File: src/rtl/hcr_pkg.sv
package hcr_pkg;
  localparam int BYTE_W    = 8;
  localparam int ACC_W     = BYTE_W + 2;
  localparam int NUM_AXES  = 3;
  localparam int NUM_BYTES = 6;
  localparam int IDX_W     = $clog2(NUM_BYTES);
  localparam int IDX_LAST  = NUM_BYTES - 1;
  localparam int IDX_ACC0  = 2;
  localparam int CNT_W     = 2;
  localparam int INIT_LEN  = 2;
  localparam logic [BYTE_W-1:0] INIT_B0 = 8'h40;
  localparam logic [BYTE_W-1:0] INIT_B1 = 8'h00;

  localparam logic [1:0] ERR_LEN = 2'd1;
  localparam logic [1:0] ERR_VAL = 2'd2;

  typedef enum logic [1:0] {
    ST_IDLE  = 2'd0,
    ST_ADDR  = 2'd1,
    ST_READ  = 2'd2,
    ST_WRITE = 2'd3
  } hcr_state_e;

  // Pull the two low bits for one axis out of the packed last byte.
  function automatic logic [1:0] low_pair(input logic [BYTE_W-1:0] b, input int axis);
    return b[2 + 2*axis +: 2];
  endfunction

  // Join an upper byte and a low bit pair into a full axis value.
  function automatic logic [ACC_W-1:0] acc_join(input logic [BYTE_W-1:0] hi, input logic [1:0] lo);
    return {hi, lo};
  endfunction
endpackage

File: src/rtl/hcr_ctrl.sv
module hcr_ctrl
  import hcr_pkg::*;
(
  input  logic       clk,
  input  logic       rst,
  input  logic       ev_start,
  input  logic       ev_stop,
  input  logic       ev_addr,
  input  logic       ev_addr_rd,
  input  logic       ev_data,
  output hcr_state_e state_o,
  output logic       rd_byte,
  output logic       rd_stop,
  output logic       wr_byte,
  output logic       wr_stop
);
  hcr_state_e st_q, st_d;

  always_comb begin
    st_d = st_q;
    case (st_q)
      ST_IDLE:  if (ev_start) st_d = ST_ADDR;
      ST_ADDR:  if (ev_addr)  st_d = ev_addr_rd ? ST_READ : ST_WRITE;
      ST_READ,
      ST_WRITE: if (ev_stop)  st_d = ST_IDLE;
      default:  st_d = ST_IDLE;
    endcase
  end

  always_ff @(posedge clk) begin
    if (rst) st_q <= ST_IDLE;
    else     st_q <= st_d;
  end

  assign state_o = st_q;
  assign rd_byte = (st_q == ST_READ)  && ev_data;
  assign rd_stop = (st_q == ST_READ)  && ev_stop;
  assign wr_byte = (st_q == ST_WRITE) && ev_data;
  assign wr_stop = (st_q == ST_WRITE) && ev_stop;
endmodule

File: src/rtl/hcr_read_asm.sv
module hcr_read_asm
  import hcr_pkg::*;
(
  input  logic                   clk,
  input  logic                   rst,
  input  logic                   rd_byte,
  input  logic                   rd_stop,
  input  logic [BYTE_W-1:0]      byte_i,
  output logic [IDX_W-1:0]       idx_o,
  output logic                   rpt_valid,
  output logic [BYTE_W-1:0]      stick_x,
  output logic [BYTE_W-1:0]      stick_y,
  output logic [NUM_AXES-1:0][ACC_W-1:0] acc,
  output logic                   btn_z,
  output logic                   btn_c
);
  logic [IDX_W-1:0]                  idx_q;
  logic [NUM_BYTES-1:0]              seen_q;
  logic [BYTE_W-1:0]                 sx_q, sy_q, lo_q;
  logic [NUM_AXES-1:0][BYTE_W-1:0]   hi_q;
  logic                              rpt_q;

  always_ff @(posedge clk) begin
    if (rst) begin
      idx_q  <= '0;
      seen_q <= '0;
      sx_q   <= '0;
      sy_q   <= '0;
      lo_q   <= '1;
      hi_q   <= '0;
      rpt_q  <= 1'b0;
    end else begin
      rpt_q <= rd_stop && (&seen_q);
      if (rd_stop) begin
        seen_q <= '0;
      end else if (rd_byte) begin
        seen_q[idx_q] <= 1'b1;
        idx_q <= (idx_q == IDX_W'(IDX_LAST)) ? '0 : idx_q + 1'b1;
        if (idx_q == IDX_W'(0)) sx_q <= byte_i;
        if (idx_q == IDX_W'(1)) sy_q <= byte_i;
        if (idx_q == IDX_W'(IDX_LAST)) lo_q <= byte_i;
        for (int a = 0; a < NUM_AXES; a++) begin
          if (idx_q == IDX_W'(IDX_ACC0 + a)) hi_q[a] <= byte_i;
        end
      end
    end
  end

  for (genvar a = 0; a < NUM_AXES; a++) begin : g_axis
    assign acc[a] = acc_join(hi_q[a], low_pair(lo_q, a));
  end

  assign idx_o     = idx_q;
  assign rpt_valid = rpt_q;
  assign stick_x   = sx_q;
  assign stick_y   = sy_q;
  assign btn_z     = ~lo_q[0];
  assign btn_c     = ~lo_q[1];
endmodule

File: src/rtl/hcr_init_chk.sv
module hcr_init_chk
  import hcr_pkg::*;
(
  input  logic              clk,
  input  logic              rst,
  input  logic              wr_byte,
  input  logic              wr_stop,
  input  logic [BYTE_W-1:0] byte_i,
  output logic              ok_o,
  output logic              err_o,
  output logic [1:0]        code_o
);
  localparam logic [CNT_W-1:0] CNT_MAX = '1;

  logic [CNT_W-1:0]  cnt_q;
  logic [BYTE_W-1:0] b0_q, b1_q;
  logic              ok_q, err_q;
  logic [1:0]        code_q;
  logic              len_bad, val_bad;

  assign len_bad = (cnt_q != CNT_W'(INIT_LEN));
  assign val_bad = (b0_q != INIT_B0) || (b1_q != INIT_B1);

  always_ff @(posedge clk) begin
    if (rst) begin
      cnt_q  <= '0;
      b0_q   <= '0;
      b1_q   <= '0;
      ok_q   <= 1'b0;
      err_q  <= 1'b0;
      code_q <= '0;
    end else begin
      ok_q  <= 1'b0;
      err_q <= 1'b0;
      if (wr_stop) begin
        if (len_bad) begin
          err_q  <= 1'b1;
          code_q <= ERR_LEN;
        end else if (val_bad) begin
          err_q  <= 1'b1;
          code_q <= ERR_VAL;
        end else begin
          ok_q <= 1'b1;
        end
        cnt_q <= '0;
        b0_q  <= '0;
        b1_q  <= '0;
      end else if (wr_byte) begin
        if (cnt_q == CNT_W'(0)) b0_q <= byte_i;
        if (cnt_q == CNT_W'(1)) b1_q <= byte_i;
        if (cnt_q != CNT_MAX)   cnt_q <= cnt_q + 1'b1;
      end
    end
  end

  assign ok_o   = ok_q;
  assign err_o  = err_q;
  assign code_o = code_q;
endmodule

File: src/rtl/hcr_decoder.sv
module hcr_decoder
  import hcr_pkg::*;
(
  input  logic        clk,
  input  logic        rst,
  input  logic        ev_start,
  input  logic        ev_stop,
  input  logic        ev_addr,
  input  logic        ev_addr_rd,
  input  logic        ev_data,
  input  logic [7:0]  ev_byte,
  output logic        rpt_valid,
  output logic [7:0]  rpt_stick_x,
  output logic [7:0]  rpt_stick_y,
  output logic [9:0]  rpt_acc_x,
  output logic [9:0]  rpt_acc_y,
  output logic [9:0]  rpt_acc_z,
  output logic        rpt_btn_z,
  output logic        rpt_btn_c,
  output logic        init_ok,
  output logic        init_err,
  output logic [1:0]  init_err_code
);
  hcr_state_e ctrl_state;
  logic       rd_byte, rd_stop, wr_byte, wr_stop;
  logic [IDX_W-1:0] rd_idx;
  logic [NUM_AXES-1:0][ACC_W-1:0] acc_w;

  hcr_ctrl u_ctrl (
    .clk(clk), .rst(rst),
    .ev_start(ev_start), .ev_stop(ev_stop), .ev_addr(ev_addr),
    .ev_addr_rd(ev_addr_rd), .ev_data(ev_data),
    .state_o(ctrl_state),
    .rd_byte(rd_byte), .rd_stop(rd_stop), .wr_byte(wr_byte), .wr_stop(wr_stop)
  );

  hcr_read_asm u_rd (
    .clk(clk), .rst(rst), .rd_byte(rd_byte), .rd_stop(rd_stop), .byte_i(ev_byte),
    .idx_o(rd_idx), .rpt_valid(rpt_valid),
    .stick_x(rpt_stick_x), .stick_y(rpt_stick_y), .acc(acc_w),
    .btn_z(rpt_btn_z), .btn_c(rpt_btn_c)
  );

  hcr_init_chk u_init (
    .clk(clk), .rst(rst), .wr_byte(wr_byte), .wr_stop(wr_stop), .byte_i(ev_byte),
    .ok_o(init_ok), .err_o(init_err), .code_o(init_err_code)
  );

  assign rpt_acc_x = acc_w[0];
  assign rpt_acc_y = acc_w[1];
  assign rpt_acc_z = acc_w[2];
endmodule

File: config.mk
export PLATFORM = sky130hd
export DESIGN_NAME = hcr_decoder
export DESIGN_NICKNAME = d
export VERILOG_FILES = /design/src/rtl/hcr_pkg.sv /design/src/rtl/hcr_ctrl.sv /design/src/rtl/hcr_read_asm.sv /design/src/rtl/hcr_init_chk.sv /design/src/rtl/hcr_decoder.sv
export SDC_FILE = /design/constraint.sdc
export NUM_CORES = 1
export LEC_CHECK = 0
export BUFFER_PORTS_ARGS = -buffer_cell sky130_fd_sc_hd__buf_2
export CAP_MARGIN = 10
export CORE_ASPECT_RATIO = 1.25
export CORE_MARGIN = 1
export CORE_UTILIZATION = 58
export DETAILED_ROUTE_END_ITERATION = 8
export GPL_TIMING_DRIVEN = 0
export PLACE_DENSITY_LB_ADDON = 0.12
export SYNTH_ARGS = -nofsm -noshare
export SYNTH_HDL_FRONTEND = slang
export SYNTH_SLANG_ARGS = --single-unit
File: constraint.sdc
create_clock -name clk -period 4.9 [get_ports clk]
set_clock_uncertainty 0.15 [all_clocks]
set_input_delay 0.735 -clock clk [delete_from_list [all_inputs] [get_ports clk]]
set_output_delay 0.735 -clock clk [all_outputs]
set_load 0.01 [all_outputs]
* Word level (Yosys, flattened, before mapping)
Cells that the tools add are included.
** Operators by class
- Add/sub/neg operators :: 2
- Magnitude comparators :: 2
- Eq/ne operators :: 15
- Mux-type cells :: 13
- Bitwise logic cells :: 5
- Reductions and logical operators :: 30
** Operators by type and width (number)
- 3-bit AND reduction :: 7
- 2-bit two-way mux :: 5
- 2-bit inequality test, second input constant :: 5
- 2-bit AND reduction :: 5
- 8-bit by 7-bit inequality test with 1-bit output, second input constant :: 1
- 8-bit nonzero test :: 1
- 2-bit OR reduction :: 4
- 3-bit by 2-bit == test with 1-bit output, second input constant :: 2
- 3-bit == test, second input constant :: 2
- 1-bit logical AND :: 6
- 6-bit OR :: 1
- 2-bit one-hot mux with 3 select lines :: 1
- 6-bit AND reduction :: 1
- 1-bit two-way mux :: 5
- 2-bit by 1-bit == test with 1-bit output, second input constant :: 2
- 2-bit == test, second input constant :: 2
- 2-bit zero test :: 2
- 3-bit by 4-bit < comparator with 1-bit output, second input constant :: 1
- 1-bit NOT :: 4
- 3-bit by 1-bit adder with 3-bit output, second input constant :: 1
- 1-bit demux with 3-bit select :: 1
- 3-bit by 1-bit == test with 1-bit output, second input constant :: 1
- 3-bit by 1-bit greater-or-equal comparator with 1-bit output, second input constant :: 1
- 3-bit zero test :: 1
- other kinds (5) :: 5
** Word-level totals
- Register bits after elaboration :: 82
- Bits of input ports :: 15
- Output and inout bits :: 53
- Word-level logic and storage cells :: 83

* Longest topological paths before layout
Gate-level depths: netlist of run 1.
- Word-level depth :: 5
- Gate-level depth with buffers :: 7
- Mapped depth without buffers :: 5

* Hierarchy
Synthesis of run 1 repeated with hierarchy kept, for this count alone.
** Second synthesis, totals
- Cells, all modules :: 368
- Area total of the unflattened synthesis :: 3454.6 µm²
** By module, submodules not included
- hcr_read_asm :: instances 1, cells an instance 241, area each 2381.0 µm², seq. area each 1161.1 µm²
- hcr_init_chk :: instances 1, cells an instance 113, area each 962.2 µm², seq. area each 440.4 µm²
- hcr_ctrl :: instances 1, cells an instance 14, area each 111.4 µm², seq. area each 40.0 µm²

* Least setup slack after synthesis of run 1
No wires, ideal clock.
- Kind :: input -> register
- Start point :: input port ev_stop
- End point :: register u_rd.hi_q, in the netlist u_rd.acc[22]
- Library setup time :: 72 ps
- Data arrival time :: 1729 ps
- Required time :: 4678 ps
- Path slack :: 2949 ps
- Cell stages on the path :: 5
- Path buffers :: 2
- Cell sequence :: buf_6 > nand4bb_1 > buf_6 > nor3_4 > mux2i_1
** On the way
- Cells in the longest elaborated chain, start to end :: 3
** RTL lines
- from (decl) :: line hcr_decoder.sv:7 : input logic ev_stop,
- 1-bit logical AND :: line hcr_ctrl.sv:37 : assign rd_stop = (st_q == ST_READ) && ev_stop;
- 1-bit NOT (no source line)
- 3-bit AND reduction (no source line)
- to (signal, indexed assignment) :: line hcr_read_asm.sv:43 : if (idx_q == IDX_W'(IDX_ACC0 + a)) hi_q[a] <= byte_i;
- to (decl) :: line hcr_read_asm.sv:20 : logic [NUM_AXES-1:0][BYTE_W-1:0] hi_q;
Every way passes these cells.
A chain may end at the register's enable or synchronous reset.

* Final worst setup path of run 1
- Start point :: register u_rd.idx_q[0], in the netlist u_rd.idx_o[0]
- End point :: register u_rd.hi_q, in the netlist u_rd.acc[14]
** On the way
- Cells in the longest elaborated chain, start to end :: 2
** RTL lines
- from (decl) :: line hcr_read_asm.sv:17 : logic [IDX_W-1:0] idx_q;
- from (signal assigned) :: line hcr_read_asm.sv:38 : idx_q <= (idx_q == IDX_W'(IDX_LAST)) ? '0 : idx_q + 1'b1;
- 3-bit by 2-bit == test with 1-bit output :: line hcr_read_asm.sv:43
- 3-bit AND reduction (no source line)
Every way passes these cells.

==> impl_metrics.json, run 1 <==
{
  "finalHoldViolations": 0,
  "rsz0062_at_grt": "no",
  "ant_nets": 0,
  "synth_seq_cells": 82,
  "grt_max_degree": 16,
  "dr.first_iter.drc_count": 169,
  "syn-num-nets": 385,
  "numClockSinks": 82,
  "crit_type": "reg -> reg",
  "maxCapViolCount": 0,
  "crit_family": "buffers and inverters",
  "synth-edff-count": 0,
  "coreArea_um2": 5443,
  "io_buffers": 64,
  "finalNetCount": 460,
  "cellLeakagePower_nw": 1.689,
  "synth.area.top_cells": "dfxtp_1, mux2i_1, nand2_1, a21oi_1, o21ai_0",
  "routed_via_density": 5.646,
  "dr_total_vias": 2874,
  "num_antenna_cells": 0,
  "htreeDepth": 3,
  "antenna_found_initial": 0,
  "netlist_area_um2": 3292,
  "drv_slew": 0,
  "drt_pre_antenna_iters": 5,
  "tightest_slew_ns": 0.5844,
  "synth_top_area_frac": 0.4987,
  "ctsHoldBuffers": 0,
  "crit_path_start": "u_rd.idx_o[0]",
  "syn_to_final_growth_pct": 17.52,
  "start_util": 0.6048,
  "r2r-start": "u_rd.idx_o[0]",
  "clk_latency_ns": 0.35,
  "grt_pass1_vias": 2656,
  "outcome": "finished, final reports clean",
  "grt_use_met1": 0.3627,
  "numCtsBuffers": 9,
  "avgSynthCellArea_um2": 9.019,
  "ys.flop_type": "dfxtp_1",
  "hp-start": "u_init.b1_q[5]",
  "postCtsSetupRepairBufs": 0,
  "cts_resized": 0,
  "crit_buf_inv": 3,
  "ir_worst_vdd_uv": 203.3,
  "cp_slowest_stage_delay_ns": 0.36,
  "yosysSeqAreaShare": 0.4987,
  "grt_util_met3": 0.03953,
  "worstPathCellList": "buf_2, inv_1, clkbuf_1, nor2_1, ha_1, nand2_1, mux2i_1",
  "powerDensity_nw_per_um2": 301.7,
  "grt_use_met2": 0.4404,
  "min_path_type": "reg -> reg",
  "top_usage_layer": "met2",
  "die_area_um2": 5983,
  "slew_headroom": 0.6091,
  "fin_setup_tns_ns": 0,
  "drive_above_1_share": 0.2315,
  "rows": 30,
  "wl_mm": 7.756,
  "fp.dieH_um": 86.23,
  "wl_per_cell_um": 15.24,
  "tritoncts": "built",
  "die_w_um": 69.39,
  "ys_types": 37,
  "critPathSlowestCell": "nand2_1",
  "grt_overflow_total": 0,
  "place_congestion": 0.8440,
  "path_clk_slew_ns": 0.09,
  "grt_pass1_wl_mm": 12.79,
  "yosysTopAreaCell": "dfxtp_1",
  "num_io_pins": 68,
  "fin_crit_sh": 0.4307,
  "synth_cells": 365,
  "crit_fanout": 10,
  "worst_setup_path_end_kind": "flip-flop",
  "dp_hpwl_mm": 5.489,
  "finalSetupViolCount": 0,
  "startpoint_type": "flip-flop",
  "fin_crit_ns": 2.110,
  "drc": 0,
  "worstPathRequired_ns": 5.04,
  "cp_data_arrival_time_ns": 2.25,
  "max_freq_mhz": 473.9,
  "yosys_warnings": 0,
  "synthArstFlopShare": 0,
  "cts_max_path_buffers": 2,
  "p_total_w": 0.001167,
  "cts_root_buffer": "clkbuf_8",
  "grtUsageTotal": 0.2735
}
-- worst min-delay path: cells and delay by family, from the launching register on --
kind / cells / cell delay, ns
flops: 1 / 0.31
simple gates: 1 / 0.05
compound gates: 1 / 0.05
-- metrics by stage --
step	utilization	instances	setup slack (ns)	cell area, µm²	hold WS, ns
floorplan	-	365	2.949	3292	0.2762
global placement	0.6784	493	2.748	3692	0.2906
detailed placement	0.6784	493	2.712	3692	0.2972
CTS	0.7108	509	2.791	3869	0.3092
global route	0.7108	509	2.661	3869	0.3189
finish	0.7108	509	2.790	3869	0.3106
-- cell type report --
type / instances / area (µm²)
buffer: 30 / 160.2
clock buffer: 9 / 123.9
inverter: 10 / 37.54
timing repair buffer: 64 / 320.3
sequential: 82 / 1642
multi-input combinational: 243 / 1453
tap: 64 / 80.08
fill: 459 / 1574
clock inverter: 7 / 52.55
-- layout by cell type, fill, tap and decap left out, types with 2 or more instances in the layout --
cell        instances
a31oi_1            12
nand2b_1            2
o21ai_0            16
mux2i_1            33
inv_6               2
buf_6               2
a311oi_1            2
inv_1               9
and4_1              3
ha_1                5
dfxtp_1            82
nor2_1             11
nand2_1            79
o211ai_1            3
a21oi_1            29
nand3_1            13
buf_4               6
and4bb_2            2
nor3_1              2
clkinvlp_4          4
clkbuf_1           14
buf_2              72
nor4_1             10
clkbuf_8            9
nand4_1             6
nand4bb_1           2
-- routing by layer --
metal  vias to the layer above  share of wire
met4                         0          0.022
met5                         -              0
li1                       1409              -
met1                      1348           0.44
met3                        15          0.064
met2                       102           0.47
-- path summary, 6_finish.rpt --
check | endpoint | slack [ns] | cells after the start
min reg2reg | u_init.b1_q[5] | 0.31 | 2
max | u_rd.acc[14] | 2.79 | 7
min | u_init.b1_q[5] | 0.31 | 2
max reg2reg | u_rd.acc[14] | 2.79 | 7
-- power breakdown --
| part | total (W) | internal [W] | leakage (nW) | switching [W] |
|---|---|---|---|---|
| logic | 0.0000562 | 0.0000158 | 0.950 | 0.0000404 |
| registers | 0.000672 | 0.000669 | 0.661 | 0.00000280 |
| clock network | 0.000439 | 0.000186 | 0.0783 | 0.000253 |
-- cells in the mapped netlist, drive strengths merged, types with 3 or more instances --
master  instances
dfxtp          82
nand2          79
mux2i          33
a21oi          29
buf            16
o21ai          16
clkbuf         14
nand3          14
a31oi          12
nor2           11
inv            10
nor4           10
nand4           6
ha              5
and4            3
nor3            3
o211ai          3
-- kinds of logic (layout without fill, tap and decap cells) --
kind of cell / after synthesis / in the layout / share of synthesized area
compound gates: 64 / 64 / 0.1087
xor+xnor: 1 / 1 / 0.002661
fa+ha+maj: 5 / 5 / 0.01900
buf+inv: 40 / 120 / 0.06005
flops: 82 / 82 / 0.4987
mux: 33 / 33 / 0.1003
simple gates: 140 / 140 / 0.2106
-- sequential cells by signal, summed over array words and instances, names as in the netlist --
name,count
u_init.b1_q,8
u_rd.rpt_valid,1
u_rd.seen_q,6
u_init.cnt_q,2
u_rd.acc,24
u_init.err_o,1
u_rd.idx_o,3
u_rd.lo_q,8
u_ctrl.state_o,2
u_init.b0_q,8
u_rd.stick_x,8
u_rd.stick_y,8
u_init.code_o,2
u_init.ok_o,1
Note: power is estimated with default switching activity, not from simulation.
==> run 2: changes to the inputs <==
--- a/config.mk
+++ b/config.mk
@@ -9,7 +9,7 @@
 export CAP_MARGIN = 10
 export CORE_ASPECT_RATIO = 1.25
 export CORE_MARGIN = 1
-export CORE_UTILIZATION = 58
+export CORE_UTILIZATION = 54
 export DETAILED_ROUTE_END_ITERATION = 8
 export GPL_TIMING_DRIVEN = 0
 export PLACE_DENSITY_LB_ADDON = 0.12
==> constraint.sdc (replaced) <==
create_clock -name clk -period 2.04 [get_ports clk]
set_clock_uncertainty 0.15 [all_clocks]
set_input_delay 0.306 -clock clk [delete_from_list [all_inputs] [get_ports clk]]
set_output_delay 0.306 -clock clk [all_outputs]
set_load 0.01 [all_outputs]
==> run 2 against run 1 <==
Net effect: count of clock-buffer cells in the layout is the same; critical path depth shrank 2; utilization shrank 3.9 points.
==> impl_metrics.json, run 2 (synthesis gave the netlist of run 1 again) <==
{
  "dp_hpwl_mm": 5.483,
  "grt_pass1_wl_mm": 12.15,
  "drt_pre_antenna_iters": 4,
  "cp_slowest_stage_delay_ns": 0.33,
  "maxCapViolCount": 0,
  "finalNetCount": 459,
  "grt_max_degree": 15,
  "clk_latency_ns": 0.35,
  "drive_above_1_share": 0.2342,
  "startpoint_type": "flip-flop",
  "layout_common_cells": "dfxtp_1, nand2_1, buf_2",
  "cts_root_buffer": "clkbuf_8",
  "worst_setup_path_end_kind": "flip-flop",
  "cts_max_path_buffers": 2,
  "largest_reg_flops": 24,
  "wl_per_cell_um": 15.12,
  "ir_worst_vdd_uv": 410.6,
  "place_congestion": 0.8165,
  "die_w_um": 71.84,
  "finalHoldViolations": 0,
  "num_io_pins": 68,
  "slew_headroom": 0.6334,
  "path_clk_slew_ns": 0.08,
  "coreArea_um2": 5818,
  "p_total_w": 0.003020,
  "powerDensity_nw_per_um2": 772.2,
  "grt_overflow_total": 0,
  "worstPathRequired_ns": 2.13,
  "tritoncts": "built",
  "syn_to_final_growth_pct": 18.81,
  "fin_crit_ns": 1.793,
  "grt_pass1_vias": 2457,
  "layout_commonest_cell": "dfxtp_1",
  "die_area_um2": 6415,
  "cellLeakagePower_nw": 1.716,
  "dr_total_vias": 2850,
  "rows": 31,
  "wl_mm": 7.713,
  "tightest_slew_ns": 0.5482,
  "worstPathCellList": "buf_2, inv_1, nor2_1, ha_1, a2111oi_1",
  "grtUsageTotal": 0.2525,
  "fin_crit_sh": 0.8789,
  "num_antenna_cells": 0,
  "finalSetupViolCount": 0,
  "routed_via_density": 5.588,
  "htreeDepth": 3,
  "ant_nets": 0,
  "crit_type": "reg -> reg",
  "outcome": "finished, final reports clean",
  "final_cells": 510,
  "drc": 0,
  "place_inst": 495,
  "postCtsSetupRepairBufs": 0,
  "rsz0062_at_grt": "no",
  "max_freq_mhz": 557.7,
  "numCtsBuffers": 9,
  "critPathSlowestCell": "inv_1",
  "fp.dieH_um": 89.30,
  "antenna_found_initial": 0,
  "min_path_type": "in -> reg",
  "dr.first_iter.drc_count": 153,
  "crit_fanout": 14,
  "start_util": 0.5658,
  "numClockSinks": 82,
  "cp_data_arrival_time_ns": 1.88,
  "drv_slew": 0,
  "io_buffers": 64
}
## run 2: path summary, 6_finish.rpt
check                 endpoint       startpoint  slack, ns  cells after the start
min reg2reg    u_rd.stick_y[2]  u_rd.stick_y[2]       0.31                      2
max reg2reg      u_rd.idx_o[2]    u_rd.idx_o[0]       0.25                      5
max              u_rd.idx_o[2]    u_rd.idx_o[0]       0.25                      5
min          u_ctrl.state_o[1]          ev_addr       0.10                      3
## run 2: what timing repair did
action,4_1_cts,5_1_grt
endpoints found under the hold margin,0,0
endpoints found under the setup margin,8,9
hold buffers,0,0
gates resized for setup,1,0
## run 2: metrics by stage
stage / util / worst slack [ns] / TNS (ns) / cell area [µm²] / hold slack [ns]
2_1_floorplan: - / 0.2586 / 0 / 3292 / 0.2762
3_3_place_gp: 0.6351 / -0.05858 / -0.4348 / 3695 / 0.2927
3_5_place_dp: 0.6351 / -0.07610 / -0.5510 / 3695 / 0.2986
4_1_cts: 0.6729 / 0.06045 / 0 / 3915 / 0.08901
5_1_grt: 0.6723 / 0.1037 / 0 / 3911 / 0.1054
6_report: 0.6723 / 0.2470 / 0 / 3911 / 0.1021
## run 2: final cells by class
cell class	instances	area [µm²]
buffer	29	156.4
clock buffer	9	123.9
clock inverter	7	93.84
fill	489	1907
inverter	10	37.54
multi-input combinational	243	1455
sequential	82	1642
tap	66	82.58
timing repair buffer	64	320.3
## run 2: metal layers
| layer | global-route usage | share of wire | wire (µm) | up-vias |
|---|---|---|---|---|
| met3 | 0.05637 | 0.067 | 516 | 12 |
| met2 | 0.3962 | 0.46 | 3556 | 95 |
| met5 | 0 | 0 | 0 | - |
| met1 | 0.3399 | 0.45 | 3509 | 1327 |
| met4 | 0.09982 | 0.017 | 130 | 0 |
| li1 | - | - | - | 1416 |
## run 2: worst max-delay path: cells and delay by family, from the launching register on
family	cells	cell delay [ns]
buffers and inverters	2	0.50
AOI/OAI and AO/OA	1	0.32
DFF	1	0.30
and+or+nand+nor	1	0.11
adders and majority gates	1	0.28
## run 2: power by group
part | switching, W | internal, W
Sequential | 0.00000646 | 0.00161
Clock | 0.000586 | 0.000686
Combinational | 0.0000975 | 0.0000379
Total | 0.000690 | 0.00233
==> run 3: changes to the inputs <==
--- a/config.mk
+++ b/config.mk
@@ -13,6 +13,7 @@
 export DETAILED_ROUTE_END_ITERATION = 8
 export GPL_TIMING_DRIVEN = 0
 export PLACE_DENSITY_LB_ADDON = 0.12
+export SETUP_SLACK_MARGIN = 0.3
 export SYNTH_ARGS = -nofsm -noshare
 export SYNTH_HDL_FRONTEND = slang
 export SYNTH_SLANG_ARGS = --single-unit
==> run 3 against run 2 <==
Net effect: global-route usage rose by 0.12 points; sequential share of layout area decreased by 0.98 points; first-iteration DRC count up 21%; die area unchanged; total power rose by 1.5%; sequential cell count unchanged; fmax up 5.2%; critical endpoint unchanged; largest cell class unchanged.
==> impl_metrics.json, run 3 (synthesis gave the netlist of run 1 again) <==
{
  "layout_commonest_cell": "dfxtp_1",
  "worst_setup_path_end_kind": "flip-flop",
  "grtUsageTotal": 0.2537,
  "wl_met3_um": 483,
  "pre_cts_ws_ns": 0.06820,
  "drv_slew": 0,
  "grt_pass1_vias": 2445,
  "tritoncts": "built",
  "numClockSinks": 82,
  "powerDensity_nw_per_um2": 765.2,
  "io_buffers": 64,
  "antenna_found_initial": 0,
  "crit_type": "reg -> reg",
  "cts_root_buffer": "clkbuf_8",
  "drc": 0,
  "htreeDepth": 3,
  "path_clk_slew_ns": 0.08,
  "ant_nets": 0,
  "cellLeakagePower_nw": 1.769,
  "drive_above_1_share": 0.2522,
  "hold_depth": 3,
  "rr_worst_depth": 6,
  "finalHoldViolations": 0,
  "place_area_um2": 3697,
  "maxCapViolCount": 0,
  "rows": 31,
  "slew_headroom": 0.5734,
  "grt_max_degree": 16,
  "dr.first_iter.drc_count": 185,
  "final_cell_area_um2": 4005,
  "hold_ws_ns": 0.09700,
  "drt_pre_antenna_iters": 4,
  "largest_reg_flops": 24,
  "p_total_w": 0.003065,
  "coreArea_um2": 5818,
  "numCtsBuffers": 9,
  "wl_met2_mm": 3.899,
  "worstPathRequired_ns": 2.14,
  "syn_to_final_growth_pct": 21.66,
  "fin_setup_tns_ns": 0,
  "finalWorstSetupSlack_ns": 0.3352,
  "cp_data_arrival_time_ns": 1.81,
  "fin_crit_ns": 1.705,
  "outcome": "finished, final reports clean",
  "num_antenna_cells": 0,
  "dp_hpwl_mm": 5.445,
  "crit_fanout": 10,
  "fp.dieH_um": 89.30,
  "highest_layer": "met4",
  "cts_max_path_buffers": 2,
  "wl_per_cell_um": 15.59,
  "rsz0062_at_grt": "yes",
  "finalSetupViolCount": 0,
  "ir_worst_vdd_uv": 732.6,
  "clk_latency_ns": 0.35,
  "wl_met1_mm": 3.558,
  "grt_overflow_total": 0,
  "startpoint_type": "flip-flop",
  "place_congestion": 0.8355,
  "grt_pass1_wl_mm": 12.10,
  "fin_crit_sh": 0.8357,
  "start_util": 0.5658,
  "die_area_um2": 6415,
  "die_w_um": 71.84,
  "tightest_slew_ns": 0.6351,
  "layout_common_cells": "dfxtp_1, nand2_1, buf_2",
  "routed_via_density": 5.525,
  "max_freq_mhz": 586.6,
  "finalNetCount": 463,
  "min_path_type": "in -> reg",
  "wl_mm": 8.015,
  "num_io_pins": 68,
  "dr_total_vias": 2840
}
run 3: changes by cell type in the layout (fill, tap and decap cells not counted), moves of 2 or more:
| cell | previous run | this run |
|---|---|---|
| buf_4 | 6 | 9 |
| clkinvlp_4 | 2 | 0 |
| inv_6 | 0 | 2 |
| nand2_4 | 0 | 2 |
| o21ai_0 | 16 | 12 |
| o21ai_1 | 0 | 4 |
run 3: final timing paths:
| check | startpoint | slack (ns) | end |
|---|---|---|---|
| max | u_rd.idx_o[0] | 0.34 | u_rd.idx_o[2] |
| min | ev_addr | 0.1 | u_ctrl.state_o[1] |
| max reg2reg | u_rd.idx_o[0] | 0.34 | u_rd.idx_o[2] |
| min reg2reg | u_rd.seen_q[1] | 0.31 | u_rd.rpt_valid |
run 3: worst max-delay path, stage by stage, from the launching register on:
cell,delay (ns)
dfxtp_1,0.33
buf_4,0.17
inv_2,0.08
clkbuf_8,0.16
nor2_1,0.13
ha_1,0.28
a2111oi_4,0.31
run 3: where the power goes:
part | leakage, nW | internal, W | switching, W
combinational | 0.994 | 0.0000406 | 0.000102
sequential | 0.661 | 0.00161 | 0.00000683
clock | 0.114 | 0.000700 | 0.000609
total | 1.77 | 0.00235 | 0.000718
run 3: layout make-up:
cell class                      count  area (µm²)
Buffer                             30       173.9
Clock buffer                        9       123.9
Clock inverter                      7       100.1
Fill cell                         495        1813
Inverter                           10       37.54
Multi-Input combinational cell    243        1490
Sequential cell                    82        1642
Tap cell                           66       82.58
Timing Repair Buffer               67       355.3
run 3: metal layers:
layer | vias up | track usage
met3 | 6 | 0.05975
met1 | 1317 | 0.3244
met4 | 0 | 0.08913
met2 | 91 | 0.4220
met5 | - | 0
li1 | 1426 | -
run 3: per-stage QoR:
| stage | std cells | utilization |
|---|---|---|
| detailed placement | 495 | 0.6355 |
| CTS | 511 | 0.6778 |
| global placement | 495 | 0.6355 |
| floorplan | 365 | - |
| finish | 514 | 0.6884 |
| global route | 514 | 0.6884 |
run 3: what timing repair did:
item | in CTS | in global routing
buffers inserted | 0 | 3
setup endpoints to repair | 9 | 29
pin swaps | 0 | 3
hold buffers | 0 | 0
gates resized for setup | 6 | 11
